==> src/rtl/sph_pkg.sv <==
package sph_pkg;

   // substitution table, entry x at nibble x counted from the top
   localparam logic [63:0]  SBOX_FLAT = 64'hC56B_90AD_3EF8_4712;
   // column-mix matrix, row-major, entry (0,0) in the top nibble
   localparam logic [99:0]  MDS_FLAT  = 100'h12992_2538D_DBAC1_1F23E_EE85C;
   // per-row constant added with the round value in column 0
   localparam logic [19:0]  ROWC_FLAT = 20'h01364;

   function automatic logic [3:0] sbox(input logic [3:0] x);
      return SBOX_FLAT[63 - 4*x -: 4];
   endfunction

   function automatic logic [3:0] mds(input int i, input int j);
      return MDS_FLAT[99 - 4*(i*5 + j) -: 4];
   endfunction

   function automatic logic [3:0] rowc(input int r);
      return ROWC_FLAT[19 - 4*r -: 4];
   endfunction

   // product in GF(2^4) modulo x^4 + x + 1
   function automatic logic [3:0] gf_mul(input logic [3:0] a, input logic [3:0] b);
      logic [3:0] p;
      logic [3:0] x;
      p = '0;
      x = a;
      for (int i = 0; i < 4; i++) begin
         if (b[i]) p = p ^ x;
         x = {x[2:0], 1'b0} ^ (x[3] ? 4'h3 : 4'h0);
      end
      return p;
   endfunction

endpackage

==> src/rtl/sph_rcgen.sv <==
module sph_rcgen #(
   parameter int CELL_W = 4
) (
   input  logic              clk,
   input  logic              rst_n,
   input  logic              restart,
   input  logic              advance,
   output logic [CELL_W-1:0] rc
);
   logic [CELL_W-1:0] rc_q;
   logic [CELL_W-1:0] rc_nx;

   // shift left, feed back the inverted XOR of the two top bits
   assign rc_nx = {rc_q[CELL_W-2:0], ~(rc_q[CELL_W-1] ^ rc_q[CELL_W-2])};
   assign rc    = rc_q;

   always_ff @(posedge clk or negedge rst_n) begin
      if (!rst_n)       rc_q <= CELL_W'(1);
      else if (restart) rc_q <= CELL_W'(1);
      else if (advance) rc_q <= rc_nx;
   end
endmodule

==> src/rtl/sph_mixcol.sv <==
module sph_mixcol #(
   parameter int DIM    = 5,
   parameter int CELL_W = 4
) (
   input  logic [DIM*CELL_W-1:0] col_i,
   output logic [DIM*CELL_W-1:0] col_o
);
   import sph_pkg::*;

   always_comb begin
      col_o = '0;
      for (int i = 0; i < DIM; i++) begin
         for (int j = 0; j < DIM; j++) begin
            col_o[DIM*CELL_W-1-CELL_W*i -: CELL_W] = col_o[DIM*CELL_W-1-CELL_W*i -: CELL_W]
               ^ gf_mul(mds(i, j), col_i[DIM*CELL_W-1-CELL_W*j -: CELL_W]);
         end
      end
   end
endmodule

==> src/rtl/sph_round.sv <==
module sph_round #(
   parameter int DIM    = 5,
   parameter int CELL_W = 4,
   localparam int ST_W  = DIM*DIM*CELL_W,
   localparam int COL_W = DIM*CELL_W
) (
   input  logic [ST_W-1:0]   st_i,
   input  logic [CELL_W-1:0] rc_i,
   output logic [ST_W-1:0]   st_o
);
   import sph_pkg::*;

   logic [CELL_W-1:0] sub_c [DIM][DIM];
   logic [COL_W-1:0]  col_in  [DIM];
   logic [COL_W-1:0]  col_out [DIM];

   for (genvar gr = 0; gr < DIM; gr++) begin : g_row
      for (genvar gc = 0; gc < DIM; gc++) begin : g_cell
         localparam int BIT_HI = ST_W - 1 - CELL_W*(gr*DIM + gc);
         logic [CELL_W-1:0] add_c;
         if (gc == 0) begin : g_col0
            assign add_c = st_i[BIT_HI -: CELL_W] ^ rc_i ^ rowc(gr);
         end else begin : g_rest
            assign add_c = st_i[BIT_HI -: CELL_W];
         end
         assign sub_c[gr][gc] = sbox(add_c);
         // row gr rotated left by gr places feeds column gc
         assign col_in[gc][COL_W-1-CELL_W*gr -: CELL_W] = sub_c[gr][(gc+gr)%DIM];
         assign st_o[BIT_HI -: CELL_W] = col_out[gc][COL_W-1-CELL_W*gr -: CELL_W];
      end
   end

   for (genvar gc = 0; gc < DIM; gc++) begin : g_mix
      sph_mixcol #(.DIM(DIM), .CELL_W(CELL_W)) u_mix (
         .col_i (col_in[gc]),
         .col_o (col_out[gc])
      );
   end
endmodule

==> src/rtl/sponge_hash80.sv <==
module sponge_hash80 #(
   parameter int CELL_W   = 4,
   parameter int DIM      = 5,
   parameter int ROUNDS   = 12,
   parameter int RATE_IN  = 20,
   parameter int RATE_OUT = 16,
   parameter int DIGEST_W = 80
) (
   input  logic                clk,
   input  logic                rst_n,
   input  logic                msg_valid,
   output logic                msg_ready,
   input  logic [RATE_IN-1:0]  msg_chunk,
   input  logic                msg_last,
   output logic                hash_done,
   output logic [DIGEST_W-1:0] hash_out
);
   localparam int STATE_W  = DIM*DIM*CELL_W;
   localparam int SQUEEZES = DIGEST_W / RATE_OUT;
   localparam int PART_W   = DIGEST_W - RATE_OUT;
   localparam int RND_W    = $clog2(ROUNDS + 1);
   localparam int SQ_W     = $clog2(SQUEEZES + 1);
   localparam logic [STATE_W-1:0] IV =
      STATE_W'({8'(DIGEST_W/4), 8'(RATE_IN), 8'(RATE_OUT)});

   if (CELL_W != 4 || DIM != 5) begin : g_bad_geom
      $error("sponge_hash80: constants are defined for 5x5 cells of 4 bits");
   end
   if (RATE_IN != DIM*CELL_W || RATE_OUT > RATE_IN) begin : g_bad_rate
      $error("sponge_hash80: rates must fit the top row");
   end
   if (DIGEST_W % RATE_OUT != 0 || SQUEEZES < 2 || ROUNDS < 1) begin : g_bad_dig
      $error("sponge_hash80: digest must be at least two whole squeezes");
   end

   logic [STATE_W-1:0]  st_q;
   logic [STATE_W-1:0]  st_nx;
   logic [CELL_W-1:0]   rc;
   logic                busy_q;
   logic                last_q;
   logic [RND_W-1:0]    rnd_q;
   logic [SQ_W-1:0]     sq_q;
   logic [PART_W-1:0]   part_q;
   logic                take;
   logic                perm_end;
   logic [RATE_OUT-1:0] sq_word;

   assign msg_ready = !busy_q;
   assign take      = msg_valid && !busy_q;
   assign perm_end  = busy_q && (rnd_q == RND_W'(ROUNDS - 1));
   assign sq_word   = st_nx[STATE_W-1 -: RATE_OUT];

   sph_rcgen #(.CELL_W(CELL_W)) u_rc (
      .clk     (clk),
      .rst_n   (rst_n),
      .restart (take || perm_end),
      .advance (busy_q),
      .rc      (rc)
   );

   sph_round #(.DIM(DIM), .CELL_W(CELL_W)) u_round (
      .st_i (st_q),
      .rc_i (rc),
      .st_o (st_nx)
   );

   always_ff @(posedge clk or negedge rst_n) begin
      if (!rst_n) begin
         st_q      <= IV;
         busy_q    <= 1'b0;
         last_q    <= 1'b0;
         rnd_q     <= '0;
         sq_q      <= '0;
         part_q    <= '0;
         hash_out  <= '0;
         hash_done <= 1'b0;
      end else begin
         hash_done <= 1'b0;
         if (take) begin
            st_q   <= st_q ^ {msg_chunk, {(STATE_W-RATE_IN){1'b0}}};
            busy_q <= 1'b1;
            rnd_q  <= '0;
            last_q <= msg_last;
         end else if (busy_q) begin
            st_q  <= st_nx;
            rnd_q <= rnd_q + RND_W'(1);
            if (perm_end) begin
               rnd_q <= '0;
               if (!last_q) begin
                  busy_q <= 1'b0;
               end else if (sq_q == SQ_W'(SQUEEZES - 1)) begin
                  busy_q    <= 1'b0;
                  last_q    <= 1'b0;
                  sq_q      <= '0;
                  hash_done <= 1'b1;
                  hash_out  <= {part_q, sq_word};
                  st_q      <= IV;
               end else begin
                  sq_q   <= sq_q + SQ_W'(1);
                  part_q <= PART_W'({part_q, sq_word});
               end
            end
         end
      end
   end
endmodule

==> config.mk <==
export PLATFORM = sky130hd
export DESIGN_NAME = sponge_hash80
export DESIGN_NICKNAME = d
export VERILOG_FILES = /design/src/rtl/sph_pkg.sv /design/src/rtl/sph_rcgen.sv /design/src/rtl/sph_mixcol.sv /design/src/rtl/sph_round.sv /design/src/rtl/sponge_hash80.sv
export SDC_FILE = /design/constraint.sdc
export NUM_CORES = 1
export LEC_CHECK = 0
export BUFFER_PORTS_ARGS = -buffer_cell sky130_fd_sc_hd__buf_2
export CORE_AREA = 2 2 210 212
export CTS_BUF_LIST = sky130_fd_sc_hd__clkbuf_16
export DETAILED_ROUTE_END_ITERATION = 12
export DIE_AREA = 0 0 212 214
export GPL_TIMING_DRIVEN = 0
export MAX_ROUTING_LAYER = met4
export SYNTH_ARGS = -nofsm -noshare
export SYNTH_HDL_FRONTEND = slang
export SYNTH_SLANG_ARGS = --single-unit
==> constraint.sdc <==
create_clock -name clk -period 4.2 [get_ports clk]
set_input_delay 0.84 -clock clk [delete_from_list [all_inputs] [get_ports clk]]
set_output_delay 0.84 -clock clk [all_outputs]
set_load 0.05 [all_outputs]
==> flow_summary_export.csv, run 1 <==
group,metric,value,unit
clocking,holdBufCountCts,0,
min_path,hold_path.class,"in -> async",
route,dr_wl_met2,24400,um
global_route,grt_use_total,24.0,%
final_layout,final_nets,2090,
status,status,"finished clean",
floorplan,core,0.0429,mm2
setup_path,worst-path-buf-inv,3,
clocking,clock_latency,590,ps
setup_path,path_max_fanout,10,
synth,syn-num-nets,1952,
sta,setup_viol,0,
synth,synth_cell_type_count,62,
route,ant_nets,0,
setup_path,cp.required,4630,ps
final_layout,postLayoutCoreUtil,50.3,%
synth,synth_edf_count,0,
sta,post-route-period-util,93.8,%
route,drc,0,
clocking,clock_path_buffers,3,
final_layout,final_cell_mix,"273 x nand2_1, 270 x xnor2_1, 252 x dfrtp_1",
clocking,cts_made_buffers,29,
global_route,antenna_found_initial,0,
sta,relSlewSlack,16.3,%
run,drv_cap,0,
route,top_layer_used,"met4",
route,route.met3.wl,2550,um
synth,synthFlopType,"dfrtp_1",
setup_path,slowest_stage,"clkbuf_1",
final_layout,regArea,0.00646,mm2
synth,synth_seq_cells,258,
synth,ys_warn_count,0,
setup_path,cp_top_family,"simple AND/OR/NAND/NOR gates",
floorplan,pin_count,106,
synth,syn-cell-area,0.0193,mm2
final_layout,multiInputGateArea,0.0120,mm2
clocking,cts_tree,"yes",
route,firstDrtPassIters,6,
final_layout,fin_cells,2548,
final_layout,layout_commonest_cell,"nand2_1",
setup_path,critPathArrivalTime,4380,ps
global_route,grt_pass1_wl,80700,um
final_layout,fin_area,0.0216,mm2
clocking,htree_levels,1,
floorplan,die_x,212,um
placed_design,io_buffers,105,
global_route,grt_overflow,0,
floorplan,die-area,0.0454,mm2
route,num_vias,13400,
setup_path,crit_path_end_kind,"flop",
global_route,grt_pass1_vias,13500,
final_layout,area_growth,11.9,%
sta,fmax,254,MHz
global_route,grt_max_degree,112,
placed_design,placed_area,0.0206,mm2
route,avgViaCountPerCell,5.25,
clocking,cts_root_buf,"clkbuf_16",
sta,rsz0062_at_grt,"false",
placed_design,dp_cells,2494,
synth,postSynth.asyncResetShare,100,%
sta,worstMarginPinSlew,1260,ps
clocking,clock_sinks,258,
route,wl,52200,um
sta,finalHoldViolCount,0,
route,wire_per_inst,20.5,um
floorplan,die_y,214,um
setup_path,crit_path_start_kind,"flop",
setup_path,cpPeakStageDelay,590,ps
route,drt-met1-wl,23600,um
synth,syn_inst,1802,
floorplan,rows,76,
setup_path,path_cells,"clkbuf_1 -> nand3_1 -> nor2_1 -> nand3_1 -> nand2_1 -> clkbuf_2 -> clkbuf_1 -> o22ai_1",
floorplan,start_util,44.9,%
synth,avgSynthCellArea,10.7,um2
placed_design,routabilityCongestion,0.922,
sta,period_minus_slack,3940,ps
final_layout,drive_gt1_share,15.5,%
route,drt_iter0_drc,1022,
setup_path,critical_path_class,"reg -> reg",
placed_design,hpwl,40000,um
sta,slew_violations,0,
sta,finClkSkew,21.8,ps
final_layout,antenna_cells,0,
synth,seq_area_frac_synth,33.5,%
final_layout,nFillCells,3948,
clocking,path_clk_slew,60,ps
what timing repair did:
item                       CTS  global route
setup endpoints to repair   30             0
gates resized for setup      2             0
buffers inserted             0             0
per-stage QoR:
step,worst slack (ps),hold slack [ps],setup TNS (ps)
6_report,259,175,0
5_1_grt,45.6,230,0
4_1_cts,253,216,0
3_5_place_dp,-368,448,-3040
3_3_place_gp,-2480,449,-625000
2_1_floorplan,1080,433,0
synth_stat cells, drive strengths merged (5+ instances only):
library cell	count	area [um2]
nor2b	5	31.3
nand3	7	35.0
ha	126	1580
xnor3	72	1620
or2	5	31.3
a211oi	22	170
mux4	40	905
buf	24	133
xor2	110	1050
a22o	25	219
o2bb2ai	16	140
dfstp	6	158
nand2	273	1020
clkbuf	70	264
dfrtp	252	6310
xnor2	281	2590
o21ai	70	358
xor3	5	119
inv	102	383
o22ai	50	313
nand2b	6	37.5
nor2	50	188
a31oi	9	83.8
a21o	5	37.5
nor3	8	40.0
a21oi	33	169
mux2i	46	473
mux2	52	586
logic make-up (layout without fill, tap and decap cells):
family	after synthesis	after routing	synth area share, %
AO/OA/AOI/OAI	250	250	8.56
flip-flops	258	258	33.5
adder cells (fa/ha/maj)	126	126	8.18
AND/OR/NAND/NOR	365	365	7.58
buffers and inverters	197	358	4.06
multiplexers	138	138	10.2
XOR/XNOR	468	468	27.9
registers in the layout, indices dropped and copies added (netlist names):
signal	count
sq_q	3
part_q	64
hash_done	1
rnd_q	4
busy_q	1
last_q	1
u_rc.rc	4
hash_out	80
st_q	100
routing by layer:
metal	up-vias	track usage (%)
met1	6660	32.0
met3	75	3.49
met2	319	37.8
met4	0	7.46
li1	6321	-
met5	-	-
final timing paths:
check | cells after the start | slack [ps] | endpoint | from
worst min-delay path | 1 | 180 | st_q[45] | rst_n
max in group asynchronous | 3 | 2670 | u_rc.rc[0] | rst_n
worst max-delay path | 8 | 260 | st_q[8] | busy_q
min in group clk | 2 | 460 | hash_out[75] | part_q[59]
worst min register to register | 2 | 460 | hash_out[75] | part_q[59]
worst max register to register | 8 | 260 | st_q[8] | busy_q
layout make-up:
cell class | count | area share [%]
plain buffers | 94 | 1.85
clock buffers | 29 | 3.37
clock inverters | 25 | 1.10
inverters | 103 | 1.79
multi-input cells | 1347 | 55.8
flip-flops and latches | 258 | 30.0
well taps | 585 | 3.39
repair buffers | 107 | 2.74
Power of run 1 is not shown: default switching activity piles up to over one toggle a cycle in this logic, so the estimate is an artifact.
==> inputs of run 2 (changes only) <==
--- a/config.mk
+++ b/config.mk
@@ -6,12 +6,13 @@
 export NUM_CORES = 1
 export LEC_CHECK = 0
 export BUFFER_PORTS_ARGS = -buffer_cell sky130_fd_sc_hd__buf_2
-export CORE_AREA = 2 2 210 212
+export CORE_AREA = 2 2 214 216
 export CTS_BUF_LIST = sky130_fd_sc_hd__clkbuf_16
 export DETAILED_ROUTE_END_ITERATION = 12
-export DIE_AREA = 0 0 212 214
+export DIE_AREA = 0 0 216 218
 export GPL_TIMING_DRIVEN = 0
 export MAX_ROUTING_LAYER = met4
 export SYNTH_ARGS = -nofsm -noshare
 export SYNTH_HDL_FRONTEND = slang
+export SYNTH_HIERARCHICAL = 1
 export SYNTH_SLANG_ARGS = --single-unit
==> run 2 against run 1 <==
First-iteration DRC count decreased by 37%; non-clock buffer count is 26 higher; sequential cell count did not move; sequential share of layout area shrank 0.99 points; routed wire length decreased by 8.6%; register-to-register slack improved by 370 ps; cell count decreased by 3.9%; clock skew rose by 1.3 ps; hold slack got worse by 10 ps; count of clock-buffer cells in the layout grew 2; global-route usage shrank 2.9 points; fmax grew 10%.
==> flow_summary_export.csv, run 2 <==
group,metric,value,unit
route,drc,0,
sta,tns,0,ps
floorplan,die-area,0.0471,mm2
synth,seq_area_frac_synth,32.4,%
sta,period_minus_slack,3570,ps
status,status,"finished clean",
floorplan,core,0.0449,mm2
sta,post-route-period-util,85.0,%
clocking,cts_root_buf,"clkbuf_16",
setup_path,r2r-end,"st_q[41]",
clocking,cts_made_buffers,31,
sta,worstMarginPinSlew,927,ps
setup_path,startpoint,"u_rc/rc[0]",
setup_path,crit_path_end_kind,"flop",
clocking,cts_tree,"yes",
synth,synth_top_cell_by_area,"dfrtp_1",
global_route,antenna_found_initial,0,
final_layout,final_cell_mix,"252 x dfrtp_1, 234 x xnor2_1, 168 x nand2_1",
route,drt_iter0_drc,639,
final_layout,nFillCells,4062,
run,drv_cap,0,
global_route,grt_overflow,0,
placed_design,placed_area,0.0213,mm2
setup_path,critical_path_class,"reg -> reg",
sta,setup_viol,0,
floorplan,rows,78,
route,drt-met1-wl,20800,um
clocking,cts_resized,0,
final_layout,largest_registers,"st_q (100), hash_out (80), part_q (64)",
setup_path,cp.required,4660,ps
synth,synth_top_area_share,31.6,%
clocking,clock_path_buffers,3,
global_route,grt_use_total,21.1,%
setup_path,r2r_cells,9,
clocking,holdBufCountCts,0,
synth,synth_seq_cells,258,
setup_path,crit_path_start_kind,"flop",
route,top_layer_used,"met4",
setup_path,timing.rr.start,"u_rc/rc[0]",
final_layout,fin_cells,2448,
final_layout,largest_reg_flops,100,
placed_design,routabilityCongestion,0.890,
synth,syn-cell-area,0.0199,mm2
global_route,grt_pass1_vias,13100,
synth,synth_cell_type_count,57,
route,route.met3.wl,2110,um
synth,ys_warn_count,6,
global_route,grt_max_degree,109,
synth,syn-num-nets,1828,
final_layout,fin_area,0.0223,mm2
route,num_vias,12700,
final_layout,layout_commonest_cell,"dfrtp_1",
synth,syn_inst,1686,
route,wl,47700,um
sta,relSlewSlack,38.2,%
placed_design,hpwl,37000,um
synth,synth_commonest_cells,"252 x dfrtp_1, 234 x xnor2_1, 168 x nand2_1",
clocking,htree_levels,1,
sta,rsz0062_at_grt,"false",
floorplan,start_util,44.4,%
placed_design,io_buffers,105,
final_layout,antenna_cells,0,
clocking,post_cts_buffers,0,
sta,finClkSkew,23.1,ps
synth,synth_edf_count,0,
min_path,hold_path.class,"in -> async",
sta,holdWs,165,ps
final_layout,area_growth,11.8,%
synth,netlist_top_cells_area,"dfrtp_1 32%, xnor2_1 10%, xnor3_1 10%, mux2_2 7.9%, ha_1 7.4%",
synth,postSynth.asyncResetShare,100,%
floorplan,die_y,218,um
route,dr_wl_met2,23600,um
clocking,path_clk_slew,60,ps
setup_path,r2r_setup_slack,630,ps
sta,slew_violations,0,
placed_design,dp_cells,2393,
route,avgViaCountPerCell,5.17,
synth,synthFlopType,"dfrtp_1",
final_layout,final_nets,1968,
final_layout,top_register,"st_q",
synth,synth_most_common_cell,"dfrtp_1",
route,ant_nets,0,
final_layout,drive_gt1_share,25.4,%
clocking,clock_latency,580,ps
setup_path,path_max_fanout,6,
global_route,grt_pass1_wl,75200,um
sta,finalHoldViolCount,0,
route,wire_per_inst,19.5,um
synth,avgSynthCellArea,11.8,um2
sta,fmax,280,MHz
floorplan,die_x,216,um
setup_path,critPathArrivalTime,4030,ps
route,firstDrtPassIters,4,
clocking,clock_sinks,258,
floorplan,pin_count,106,
[run 2: changes by cell type in the layout (fill, tap and decap cells not counted), sizes merged, moves of 24 or more]
| cell | previous run | this run |
|---|---|---|
| nand2 | 273 | 168 |
| o22ai | 50 | 26 |
| buf | 131 | 162 |
| mux2 | 52 | 145 |
| a22o | 25 | 1 |
| o2bb2ai | 16 | 75 |
[run 2: logic make-up after synthesis]
logic type                 Yosys count  synth area share (%)
and+or+nand+nor                    227                  4.67
DFF                                258                  32.4
buffers and inverters              203                  4.99
muxes                              213                  14.5
adders and majority gates          118                  7.40
xor gates and xnor gates           444                  28.3
AOI/OAI and AO/OA                  223                  7.76
[run 2: area by class of cell]
| type | instances | area [um2] | area share, % |
|---|---|---|---|
| plain buffers | 120 | 683 | 3.06 |
| clock buffers | 31 | 776 | 3.48 |
| clock inverters | 24 | 231 | 1.04 |
| inverters | 83 | 312 | 1.40 |
| multi-input cells | 1225 | 12500 | 56.0 |
| flip-flops and latches | 258 | 6460 | 29.0 |
| well taps | 600 | 751 | 3.37 |
| repair buffers | 107 | 591 | 2.65 |
[run 2: metrics by stage]
| stage | utilization [%] | setup WS, ps |
|---|---|---|
| final | 49.7 | 630 |
| after global routing | 49.7 | 445 |
| after CTS | 49.7 | 590 |
| after detailed placement | 47.4 | 637 |
| after global placement | 47.3 | -2350 |
| after floorplan | - | 1180 |
[run 2: how the worst max path moves through the flow]
| stage | to | slack (ps) | cells after the start |
|---|---|---|---|
| after global routing | st_q[41] | 440 | 9 |
| after detailed placement | st_q[41] | 640 | 9 |
| after global placement | st_q[80] | -2350 | 1 |
| after CTS | st_q[41] | 590 | 9 |
| final | st_q[41] | 630 | 9 |
| after floorplan | st_q[41] | 1180 | 9 |
[run 2: layer usage]
layer | vias up | GRT usage (%)
li1 | 6023 | -
met1 | 6364 | 26.0
met4 | 0 | 5.59
met5 | - | -
met2 | 214 | 36.1
met3 | 66 | 3.43
[run 2: worst max-delay path, stage by stage (launching register included)]
cell and delay, ps:
dfstp_2 390, buf_12 160, xnor2_1 530, ha_1 380, mux4_2 540, xnor2_1 500, xor3_2 390, xnor3_1 400
nand2_1 100, o2bb2ai_1 60
Power of run 2 is left out for the same reason.
==> inputs of run 3 (changes only) <==
--- a/config.mk
+++ b/config.mk
@@ -8,10 +8,13 @@
 export BUFFER_PORTS_ARGS = -buffer_cell sky130_fd_sc_hd__buf_2
 export CORE_AREA = 2 2 214 216
 export CTS_BUF_LIST = sky130_fd_sc_hd__clkbuf_16
+export CTS_CLUSTER_DIAMETER = 60
+export CTS_CLUSTER_SIZE = 10
 export DETAILED_ROUTE_END_ITERATION = 12
 export DIE_AREA = 0 0 216 218
 export GPL_TIMING_DRIVEN = 0
 export MAX_ROUTING_LAYER = met4
+export PLACE_DENSITY = 0.6
 export SYNTH_ARGS = -nofsm -noshare
 export SYNTH_HDL_FRONTEND = slang
 export SYNTH_HIERARCHICAL = 1
==> run 3 against run 2 <==
Routed wire length up 0.51%; fmax up 0.79%; first-iteration DRC count up 7.7%; via count up 0.42%; sequential share of layout area down 0.20 points; cell area up 0.68%; critical path depth unchanged; non-clock buffer count unchanged; sequential cell count unchanged; largest cell class unchanged.
==> flow_summary_export.csv, run 3 (synthesized netlist as in run 2, its figures left out) <==
group,metric,value,unit
final_layout,antenna_cells,0,
floorplan,core,0.0449,mm2
sta,holdWs,217,ps
final_layout,top_register,"st_q",
global_route,grt_use_total,21.3,%
final_layout,fin_cells,2448,
floorplan,die_x,216,um
clocking,cts_made_buffers,38,
placed_design,hpwl,37000,um
clocking,htree_levels,2,
global_route,antenna_found_initial,2,
global_route,grt_overflow,0,
sta,setup_viol,0,
sta,period_minus_slack,3540,ps
clocking,path_clk_slew,60,ps
floorplan,die_y,218,um
final_layout,final_nets,1975,
status,status,"finished clean",
route,avgViaCountPerCell,5.20,
final_layout,largest_registers,"st_q (100), hash_out (80), part_q (64)",
setup_path,crit_path_end_kind,"flop",
final_layout,final_cell_mix,"252 x dfrtp_1, 234 x xnor2_1, 168 x nand2_1",
clocking,holdBufCountCts,0,
global_route,grt_pass1_vias,13100,
setup_path,cp.required,4630,ps
sta,finClkSkew,23.2,ps
clocking,cts_tree,"yes",
final_layout,layout_commonest_cell,"dfrtp_1",
route,drt_iter0_drc,688,
sta,worstMarginPinSlew,934,ps
run,drv_cap,0,
setup_path,path_max_fanout,6,
sta,post-route-period-util,84.3,%
route,wl,47900,um
global_route,grt_max_degree,109,
setup_path,crit_path_start_kind,"flop",
route,wire_per_inst,19.6,um
final_layout,area_growth,12.5,%
sta,tns,0,ps
floorplan,rows,78,
final_layout,largest_reg_flops,100,
floorplan,pin_count,106,
setup_path,critPathArrivalTime,3970,ps
clocking,clock_latency,550,ps
clocking,cts_root_buf,"clkbuf_16",
min_path,hold_path.class,"in -> async",
final_layout,postLayoutCoreUtil,50.0,%
sta,fmax,282,MHz
clocking,clock_path_buffers,3,
sta,rsz0062_at_grt,"false",
sta,finalHoldViolCount,0,
route,ant_nets,0,
route,firstDrtPassIters,5,
sta,relSlewSlack,37.8,%
placed_design,dp_cells,2393,
floorplan,start_util,44.4,%
route,num_vias,12700,
sta,slew_violations,0,
setup_path,critical_path_class,"reg -> reg",
clocking,cts_resized,0,
clocking,clock_sinks,258,
final_layout,drive_gt1_share,25.9,%
placed_design,io_buffers,105,
floorplan,die-area,0.0471,mm2
clocking,post_cts_buffers,0,
placed_design,routabilityCongestion,0.890,
global_route,grt_pass1_wl,75700,um
route,drc,0,
run 3: final timing paths:
check                           start          to  slack, ps  cells after the start
setup / recovery           u_rc/rc[0]    st_q[41]        660                      9
hold / removal                  rst_n  part_q[58]        220                      1
setup reg to reg           u_rc/rc[0]    st_q[41]        660                      9
hold reg to reg              st_q[63]    st_q[63]        480                      1
max in group asynchronous       rst_n    st_q[10]       2670                      3
min in group clk             st_q[63]    st_q[63]        480                      1
run 3: layer usage:
layer	up-vias	wire length [um]	part of all wire, %	GRT usage (%)
li1	6032	-	-	-
met1	6427	21400	45	26.8
met2	215	24200	51	37.1
met3	46	1500	3.1	2.40
met4	0	790	1.6	5.02
met5	-	0	0	-
run 3: stage by stage:
step / setup WS, ps / instance area (um2)
2_1_floorplan: 1180 / 19900
3_3_place_gp: -2350 / 21200
3_5_place_dp: 637 / 21300
4_1_cts: 589 / 22400
5_1_grt: 448 / 22400
6_report: 657 / 22400
run 3: area by class of cell:
cell class / instances / area, um2
Buffer: 120 / 683
Inverter: 83 / 312
Clock inverter: 17 / 208
Timing Repair Buffer: 107 / 591
Fill cell: 4031 / 22400
Sequential cell: 258 / 6460
Multi-Input combinational cell: 1225 / 12500
Tap cell: 600 / 751
Clock buffer: 38 / 951
run 3: critical path, stage by stage, from the launching register on:
cell and delay [ps]:
dfstp_2 380, buf_12 160, xnor2_1 520, ha_1 380, mux4_2 540, xnor2_1 490
xor3_2 390, xnor3_1 400, nand2_1 100, o2bb2ai_1 60
Power of run 3 is left out for the same reason.
